File: src/rtl/ctl_dec_pkg.sv
package ctl_dec_pkg;

  localparam int OPC_W   = 6;
  localparam int FN_W    = 6;
  localparam int N_OPC   = 7;
  localparam int N_FN    = 4;

  // opcode table, index 0 at the least significant slot
  localparam logic [OPC_W-1:0] OPC_REG   = 6'b000000;
  localparam logic [OPC_W-1:0] OPC_LOAD  = 6'b100011;
  localparam logic [OPC_W-1:0] OPC_STORE = 6'b101011;
  localparam logic [OPC_W-1:0] OPC_BNE   = 6'b000101;
  localparam logic [OPC_W-1:0] OPC_XORI  = 6'b001110;
  localparam logic [OPC_W-1:0] OPC_ADDI  = 6'b001000;
  localparam logic [OPC_W-1:0] OPC_JMP   = 6'b000010;

  localparam logic [FN_W-1:0] FN_JREG = 6'b001000;
  localparam logic [FN_W-1:0] FN_ADD  = 6'b100000;
  localparam logic [FN_W-1:0] FN_SUB  = 6'b100010;
  localparam logic [FN_W-1:0] FN_SLT  = 6'b101010;

  localparam logic [N_OPC*OPC_W-1:0] OPC_TABLE =
    {OPC_JMP, OPC_ADDI, OPC_XORI, OPC_BNE, OPC_STORE, OPC_LOAD, OPC_REG};
  localparam logic [N_FN*FN_W-1:0] FN_TABLE =
    {FN_SLT, FN_SUB, FN_ADD, FN_JREG};

  typedef enum logic [1:0] {
    ALU_ADD = 2'b00,
    ALU_XOR = 2'b01,
    ALU_SUB = 2'b10,
    ALU_SLT = 2'b11
  } alu_op_e;

  typedef enum logic [3:0] {
    K_NONE, K_LOAD, K_STORE, K_BNE, K_XORI, K_ADDI,
    K_JMP, K_JREG, K_ADD, K_SUB, K_SLT
  } insn_kind_e;

  typedef struct packed {
    logic    reg_dst_rd;
    logic    mem_to_reg;
    alu_op_e alu_op;
    logic    mem_wr_en;
    logic    alu_src_imm;
    logic    reg_wr_en;
    logic    imm_sign_ext;
    logic    pc_jump;
    logic    pc_jump_reg;
    logic    pc_branch_ne;
  } ctl_bundle_t;

endpackage

File: src/rtl/ctl_field_match.sv
// Parallel equality compare of one field against a table of patterns.
module ctl_field_match #(
  parameter int                   FIELD_W = 6,
  parameter int                   N_PAT   = 4,
  parameter logic [N_PAT*FIELD_W-1:0] PATTERNS = '0
) (
  input  logic [FIELD_W-1:0] field,
  output logic [N_PAT-1:0]   hit
);

  for (genvar i = 0; i < N_PAT; i++) begin : g_cmp
    assign hit[i] = (field == PATTERNS[i*FIELD_W +: FIELD_W]);
  end

endmodule

File: src/rtl/ctl_kind_select.sv
// Folds the opcode and funct match vectors into one instruction class.
module ctl_kind_select
  import ctl_dec_pkg::*;
#(
  parameter int N_O = N_OPC,
  parameter int N_F = N_FN
) (
  input  logic [N_O-1:0] op_hit,
  input  logic [N_F-1:0] fn_hit,
  output insn_kind_e     kind
);

  always_comb begin
    kind = K_NONE;
    if (op_hit[0]) begin
      if      (fn_hit[0]) kind = K_JREG;
      else if (fn_hit[1]) kind = K_ADD;
      else if (fn_hit[2]) kind = K_SUB;
      else if (fn_hit[3]) kind = K_SLT;
    end
    else if (op_hit[1]) kind = K_LOAD;
    else if (op_hit[2]) kind = K_STORE;
    else if (op_hit[3]) kind = K_BNE;
    else if (op_hit[4]) kind = K_XORI;
    else if (op_hit[5]) kind = K_ADDI;
    else if (op_hit[6]) kind = K_JMP;
  end

endmodule

File: src/rtl/ctl_signal_gen.sv
// Maps an instruction class onto the full control bundle.
module ctl_signal_gen
  import ctl_dec_pkg::*;
(
  input  insn_kind_e  kind,
  output ctl_bundle_t ctl
);

  always_comb begin
    ctl              = '0;
    ctl.alu_op       = ALU_ADD;
    ctl.imm_sign_ext = 1'b1;
    case (kind)
      K_LOAD: begin
        ctl.mem_to_reg  = 1'b1;
        ctl.alu_src_imm = 1'b1;
        ctl.reg_wr_en   = 1'b1;
      end
      K_STORE: begin
        ctl.mem_wr_en   = 1'b1;
        ctl.alu_src_imm = 1'b1;
      end
      K_BNE: begin
        ctl.alu_op       = ALU_SUB;
        ctl.pc_branch_ne = 1'b1;
      end
      K_XORI: begin
        ctl.alu_op       = ALU_XOR;
        ctl.alu_src_imm  = 1'b1;
        ctl.reg_wr_en    = 1'b1;
        ctl.imm_sign_ext = 1'b0;
      end
      K_ADDI: begin
        ctl.alu_src_imm = 1'b1;
        ctl.reg_wr_en   = 1'b1;
      end
      K_JMP:  ctl.pc_jump     = 1'b1;
      K_JREG: ctl.pc_jump_reg = 1'b1;
      K_ADD: begin
        ctl.reg_dst_rd = 1'b1;
        ctl.reg_wr_en  = 1'b1;
      end
      K_SUB: begin
        ctl.reg_dst_rd = 1'b1;
        ctl.reg_wr_en  = 1'b1;
        ctl.alu_op     = ALU_SUB;
      end
      K_SLT: begin
        ctl.reg_dst_rd = 1'b1;
        ctl.reg_wr_en  = 1'b1;
        ctl.alu_op     = ALU_SLT;
      end
      default: ;
    endcase
  end

endmodule

File: src/rtl/ctl_decoder_unified.sv
module ctl_decoder_unified
  import ctl_dec_pkg::*;
#(
  parameter int OP_W  = OPC_W,
  parameter int FUN_W = FN_W
) (
  input  logic [OP_W-1:0]  instr_opcode,
  input  logic [FUN_W-1:0] instr_funct,
  output logic             reg_dst_rd,
  output logic             mem_to_reg,
  output logic [1:0]       alu_op,
  output logic             mem_wr_en,
  output logic             alu_src_imm,
  output logic             reg_wr_en,
  output logic             imm_sign_ext,
  output logic             pc_jump,
  output logic             pc_jump_reg,
  output logic             pc_branch_ne
);

  logic [N_OPC-1:0] op_hit;
  logic [N_FN-1:0]  fn_hit;
  insn_kind_e       kind;
  ctl_bundle_t      ctl;

  ctl_field_match #(.FIELD_W(OP_W), .N_PAT(N_OPC), .PATTERNS(OPC_TABLE)) u_op_match (
    .field (instr_opcode),
    .hit   (op_hit)
  );

  ctl_field_match #(.FIELD_W(FUN_W), .N_PAT(N_FN), .PATTERNS(FN_TABLE)) u_fn_match (
    .field (instr_funct),
    .hit   (fn_hit)
  );

  ctl_kind_select #(.N_O(N_OPC), .N_F(N_FN)) u_kind (
    .op_hit (op_hit),
    .fn_hit (fn_hit),
    .kind   (kind)
  );

  ctl_signal_gen u_gen (
    .kind (kind),
    .ctl  (ctl)
  );

  assign reg_dst_rd   = ctl.reg_dst_rd;
  assign mem_to_reg   = ctl.mem_to_reg;
  assign alu_op       = ctl.alu_op;
  assign mem_wr_en    = ctl.mem_wr_en;
  assign alu_src_imm  = ctl.alu_src_imm;
  assign reg_wr_en    = ctl.reg_wr_en;
  assign imm_sign_ext = ctl.imm_sign_ext;
  assign pc_jump      = ctl.pc_jump;
  assign pc_jump_reg  = ctl.pc_jump_reg;
  assign pc_branch_ne = ctl.pc_branch_ne;

endmodule

File: config.mk
export PLATFORM = sky130hd
export DESIGN_NAME = ctl_decoder_unified
export DESIGN_NICKNAME = d
export VERILOG_FILES = /design/src/rtl/ctl_dec_pkg.sv /design/src/rtl/ctl_field_match.sv /design/src/rtl/ctl_kind_select.sv /design/src/rtl/ctl_signal_gen.sv /design/src/rtl/ctl_decoder_unified.sv
export SDC_FILE = /design/constraint.sdc
export NUM_CORES = 1
export LEC_CHECK = 0
export ABC_AREA = 0
export BUFFER_PORTS_ARGS = -buffer_cell sky130_fd_sc_hd__buf_2
export CORE_AREA = 4 4 41 43
export DETAILED_ROUTE_END_ITERATION = 8
export DIE_AREA = 0 0 45 47
export PLACE_DENSITY = 0.57
export SETUP_SLACK_MARGIN = 0.1
export SYNTH_ARGS = -nofsm -noshare
export SYNTH_HDL_FRONTEND = slang
export SYNTH_SLANG_ARGS = --single-unit
File: constraint.sdc
create_clock -name vclk -period 2.4
set_clock_uncertainty 0.05 [all_clocks]
set_input_delay 0.6 -clock vclk [all_inputs]
set_output_delay 0.6 -clock vclk [all_outputs]
set_load 0.01 [all_outputs]
==> metrics.md, run 1 <==
| Metric | Value |
|---|---|
| Commonest non-fill, non-tap cell in the layout | `buf_2` |
| Leakage dissipation | `0.000304 uW` |
| Worst setup path startpoint | `instr_opcode[0]` |
| Final RePlAce weighted congestion | `0.812` |
| Final max-slew violation count | `0` |
| Switching Fraction | `0.468` |
| Status | `complete, but fails checks` |
| Power per cell area | `116 nW/um^2` |
| Critical-path cell list | `buf_8 > or2_1 > a211o_1 > a221oi_2 > xor2_1 > a21o_1 > buf_2` |
| Worst vdd ir | `0.0000545 V` |
| Number of maximum-capacitance violations | `0` |
| Number of antenna violations at the first check in global routing | `0` |
| Remaining antenna violation count after routing | `0` |
| Final worst-path setup slack | `-0.192 ns` |
| Setup Slack @ Placement | `-0.241 ns` |
| Worst setup EP type | `primary output` |
| CP max stage cell | `a221oi_2` |
| RSZ-0062 raised after global routing | `true` |
| Largest driver fanout on the critical path | `3` |
| Clock period minus worst slack | `2.59 ns` |
| Grt total ovfl | `0` |
| Sequential Power Share | `0` |
| Hold violation total from the final report | `0` |
| Site Rows | `13` |
| Clock Buffer Count | `0` |
| Period utilization | `1.08` |
| Antenna Diode Count | `0` |
| 1st-iter DRT viols | `2` |
| First drt pass iteration count | `2` |
| Cell Area, Synth | `251 um^2` |
| Combined flip-flop and latch cell area | `0 um^2` |
| Netlist cell types | `22` |
| DRC | `0` |
| Global-route usage over all layers | `0.0944` |
| Total Wirelength | `1150 um` |
| Die extent in x | `45 um` |
| Setup violators final | `4` |
| Total number of cells along the worst setup path | `7` |
| Total number of vias | `437` |
| Number of filler instances in the final layout | `143` |
| Vias per cell | `4.75` |
| Least-Margin Pin Slew | `0.286 ns` |
| Max incr delay on CP | `0.32 ns` |
| Max-Slew Margin vs Limit | `0.808` |
| Final Non-Filler Cells | `92` |
| Comb pwr share | `1.000` |
| Proportion of power drawn by the clock network | `0` |
| Initial cell density of the core | `0.193` |
| Buffer and inverter count on the worst path | `2` |
| Vias in the first global route | `383` |
| Average detailed-routed wire length per instance | `12.5 um` |
| Number of standard cells after synthesis | `39` |
| Worst EP arrival | `1.94 ns` |
| Maximum number of pins on one net before global-route repair | `8` |
| Final #Nets | `91` |
| First-pass GRT wire length | `1590 um` |
| Internal power consumption | `36.2 uW` |
| Syn-to-layout area delta | `134%` |
| Placed instance count | `87` |
| Endpoint of the worst setup timing path | `alu_op[1]` |
| F_max | `386 MHz` |
| Chip Height | `47 um` |
| Required time of the critical path | `1.75 ns` |
| Count of flip-flops and latches | `0` |
| Critical path type | `in -> out` |
| Port buffer count | `23` |
| Fraction of final layout cells sized beyond drive strength 1 | `0.649` |
| Average footprint of a synthesized cell | `6.45 um^2` |
| Half-perimeter wire length after placement | `845 um` |
| Category of cells accounting for the largest share of critical-path delay | `compound AO/OA/AOI/OAI gates` |
| Synth Warn # | `0` |
| Area of the die | `2120 um^2` |
| Number of nets in the synthesized netlist | `51` |
| Boundary pin count | `23` |
| Placeable core region | `1300 um^2` |
| Class of the worst hold path | `in -> out` |
| Sequential area share after synthesis | `0` |
| Most frequent cells in the layout | `20 x buf_2, 14 x buf_4, 4 x buf_6` |
| Net switching power | `31.9 uW` |
| Worst Setup Start Kind | `primary input` |
| CTS hold repair buffers | `0` |
| Violated checks | `setup timing` |
-- final cells by class --
| cell class | count | area, um^2 | area share |
|---|---|---|---|
| Inverter | 3 | 11.3 | 0.0191 |
| Multi-Input combinational cell | 35 | 293 | 0.498 |
| Tap cell | 15 | 18.8 | 0.0319 |
| Timing Repair Buffer | 39 | 265 | 0.451 |
-- power by group through the flow --
stage | sequential (uW) | combinational [uW] | clock (uW)
finish | 0 | 68.1 | 0
global route | 0 | 74.1 | 0
CTS | 0 | 59.3 | 0
global placement | 0 | 52.2 | 0
detailed placement | 0 | 52.9 | 0
floorplan | 0 | 20.5 | 0
-- through the flow --
| stage | util | setup TNS (ns) | hold WS (ns) | power, uW | area [um^2] |
|---|---|---|---|---|---|
| global route | 0.452 | -0.684 | 1.56 | 74.1 | 588 |
| floorplan | - | 0 | 1.21 | 20.5 | 264 |
| global placement | 0.365 | -0.313 | 1.51 | 52.2 | 475 |
| CTS | 0.396 | -0.295 | 1.52 | 59.3 | 515 |
| finish | 0.452 | -0.322 | 1.52 | 68.1 | 588 |
| detailed placement | 0.365 | -0.387 | 1.52 | 52.9 | 475 |
-- cells by family (layout without fill, tap and decap cells) --
logic type | after synthesis | after routing | synth area share
AO/OA/AOI/OAI | 10 | 10 | 0.323
buffers and inverters | 4 | 42 | 0.0647
AND/OR/NAND/NOR | 22 | 22 | 0.508
XOR/XNOR | 3 | 3 | 0.104
-- cell usage after synthesis (2+ instances only) --
library cell | count | area, um^2
nand3_1 | 2 | 10.0
xnor2_1 | 2 | 17.5
nor3_1 | 2 | 10.0
and3_1 | 3 | 18.8
and3b_1 | 2 | 17.5
nor2_1 | 4 | 15.0
a21o_1 | 2 | 15.0
o21ai_0 | 3 | 15.0
nand3b_1 | 3 | 22.5
inv_1 | 3 | 11.3
nand2_1 | 2 | 7.51
-- worst min-delay path by stage --
stage                                from            to  slack (ns)  cells after the start
after floorplan           instr_opcode[1]  pc_branch_ne        1.21                      1
after global placement    instr_opcode[5]  pc_branch_ne        1.51                      3
after detailed placement  instr_opcode[5]  pc_branch_ne        1.52                      3
after CTS                 instr_opcode[5]  pc_branch_ne        1.52                      3
after global routing      instr_opcode[5]  pc_branch_ne        1.56                      3
final                     instr_opcode[5]  pc_branch_ne        1.52                      3
-- routing by layer --
metal | track usage | share of wire | up-vias
met5 | 0 | 0 | -
met2 | 0.161 | 0.51 | 11
li1 | - | - | 229
met1 | 0.135 | 0.42 | 197
met3 | 0.0115 | 0.063 | 0
met4 | 0 | 0 | 0
-- tightest hold or removal path, delay by kind of cell --
family                 cells  cell delay (ns)
buffers and inverters      2             0.29
AND/OR/NAND/NOR            1             0.08
-- timing repair --
action                                 CTS  global route
endpoints found under the hold margin    0             0
pin swaps                                1             3
setup buffers                            2             3
setup endpoints to repair                5             7
resized for setup                        7            10
(Power assumes the default switching activity.)
==> inputs of run 2 (changes only) <==
Settings changed: REMOVE_ABC_BUFFERS set to 1.
==> metrics.md, run 2 (synthesis results as in run 1) <==
| Metric | Value |
|---|---|
| Area of combinational cells with multiple inputs | `288 um^2` |
| Final worst-path setup slack | `-0.180 ns` |
| Count of flip-flops and latches | `0` |
| Site Rows | `13` |
| Status | `complete, but fails checks` |
| Largest driver fanout on the critical path | `2` |
| Area of the die | `2120 um^2` |
| First drt pass iteration count | `4` |
| Setup TNS | `-0.281 ns` |
| Worst EP arrival | `1.93 ns` |
| DRC | `0` |
| RSZ-0062 raised after global routing | `true` |
| Chip Height | `47 um` |
| Fraction of final layout cells sized beyond drive strength 1 | `0.663` |
| Clock period minus worst slack | `2.58 ns` |
| Required time of the critical path | `1.75 ns` |
| Most frequent cells in the layout | `20 x buf_4, 19 x buf_2, 6 x buf_6` |
| Worst Setup Start Kind | `primary input` |
| Final max-slew violation count | `0` |
| Total Wirelength | `1210 um` |
| Placed instance count | `94` |
| Initial cell density of the core | `0.193` |
| Worst setup EP type | `primary output` |
| Leakage dissipation | `0.000335 uW` |
| Grt total ovfl | `0` |
| F_max | `388 MHz` |
| Period utilization | `1.08` |
| Number of maximum-capacitance violations | `0` |
| Final Non-Filler Cells | `98` |
| Net switching power | `33.5 uW` |
| Class of the worst hold path | `in -> out` |
| Internal power consumption | `41.2 uW` |
| Setup violators final | `3` |
| Vias in the first global route | `461` |
| Clock Buffer Count | `0` |
| Global-route usage over all layers | `0.116` |
| Total number of vias | `479` |
| Die extent in x | `45 um` |
| Comb pwr share | `1.000` |
| Final non-filler cell area | `631 um^2` |
| Syn-to-layout area delta | `151%` |
| Critical path type | `in -> out` |
| Final RePlAce weighted congestion | `0.752` |
| Maximum number of pins on one net before global-route repair | `8` |
| Antenna Diode Count | `0` |
| Worst vdd ir | `0.0000552 V` |
| Power per cell area | `119 nW/um^2` |
| Remaining antenna violation count after routing | `0` |
| Port buffer count | `23` |
| Commonest non-fill, non-tap cell in the layout | `buf_4` |
| Proportion of power drawn by the clock network | `0` |
| Final #Nets | `97` |
| Boundary pin count | `23` |
| Cell area after placement | `515 um^2` |
| 1st-iter DRT viols | `12` |
| Placeable core region | `1300 um^2` |
| Number of antenna violations at the first check in global routing | `0` |
| Max-Slew Margin vs Limit | `0.819` |
| Vias per cell | `4.89` |
| Sequential Power Share | `0` |
| First-pass GRT wire length | `1900 um` |
| Average detailed-routed wire length per instance | `12.3 um` |
| Switching Fraction | `0.448` |
| Violated checks | `setup timing` |
| Hold violation total from the final report | `0` |
| Combined flip-flop and latch cell area | `0 um^2` |
| Number of filler instances in the final layout | `141` |
| Utilization of the core after routing | `0.485` |
| Least-Margin Pin Slew | `0.269 ns` |
| Half-perimeter wire length after placement | `875 um` |
## run 2: changes by cell type in the layout (fill, tap and decap cells not counted)
cell and change:
buf_2 -1, buf_6 +2, and3_1 +1, o21ai_0 -1
buf_4 +6, and3_4 -1, o21ai_1 +1, buf_8 -1
## run 2: what timing repair did
action | CTS | global route
setup buffers | 1 | 3
pin swaps | 10 | 4
setup endpoints to repair | 5 | 6
resized for setup | 12 | 10
hold buffers | 0 | 0
## run 2: area by class of cell
type	instances	share of cell area
timing repair buffer	45	0.496
tap	15	0.0298
multi-input combinational	35	0.456
inverter	3	0.0179
## run 2: worst paths after layout
| check | cells past startpoint | slack [ns] | start | end |
|---|---|---|---|---|
| max | 7 | -0.18 | instr_opcode[2] | alu_op[1] |
| min | 3 | 1.47 | instr_opcode[5] | pc_branch_ne |
## run 2: critical path, cell delays in order
cell      delay (ns)
buf_6           0.09
or2_1           0.24
a211o_1         0.29
a221oi_2        0.29
xor2_1          0.17
a21o_1          0.12
buf_2           0.12
## run 2: routing by layer
layer	routed length [um]	share of wire	track usage
met5	0	0	0
met2	593	0.49	0.237
met4	37	0.031	0.0351
met3	114	0.095	0.00766
met1	461	0.38	0.124
## run 2: power by group through the flow
stage	sequential [uW]	combinational, uW	clock, uW
6_report	0	74.7	0
5_1_grt	0	80.8	0
4_1_cts	0	67.7	0
3_5_place_dp	0	59.3	0
3_3_place_gp	0	57.7	0
2_1_floorplan	0	17.5	0
## run 2: metrics by stage
stage / total power (uW) / hold WS [ns] / setup WS, ns
after floorplan: 17.5 / 1.20 / -0.0135
final: 74.7 / 1.47 / -0.180
after detailed placement: 59.3 / 1.49 / -0.287
after CTS: 67.7 / 1.53 / -0.184
after global routing: 80.8 / 1.49 / -0.279
after global placement: 57.7 / 1.50 / -0.256
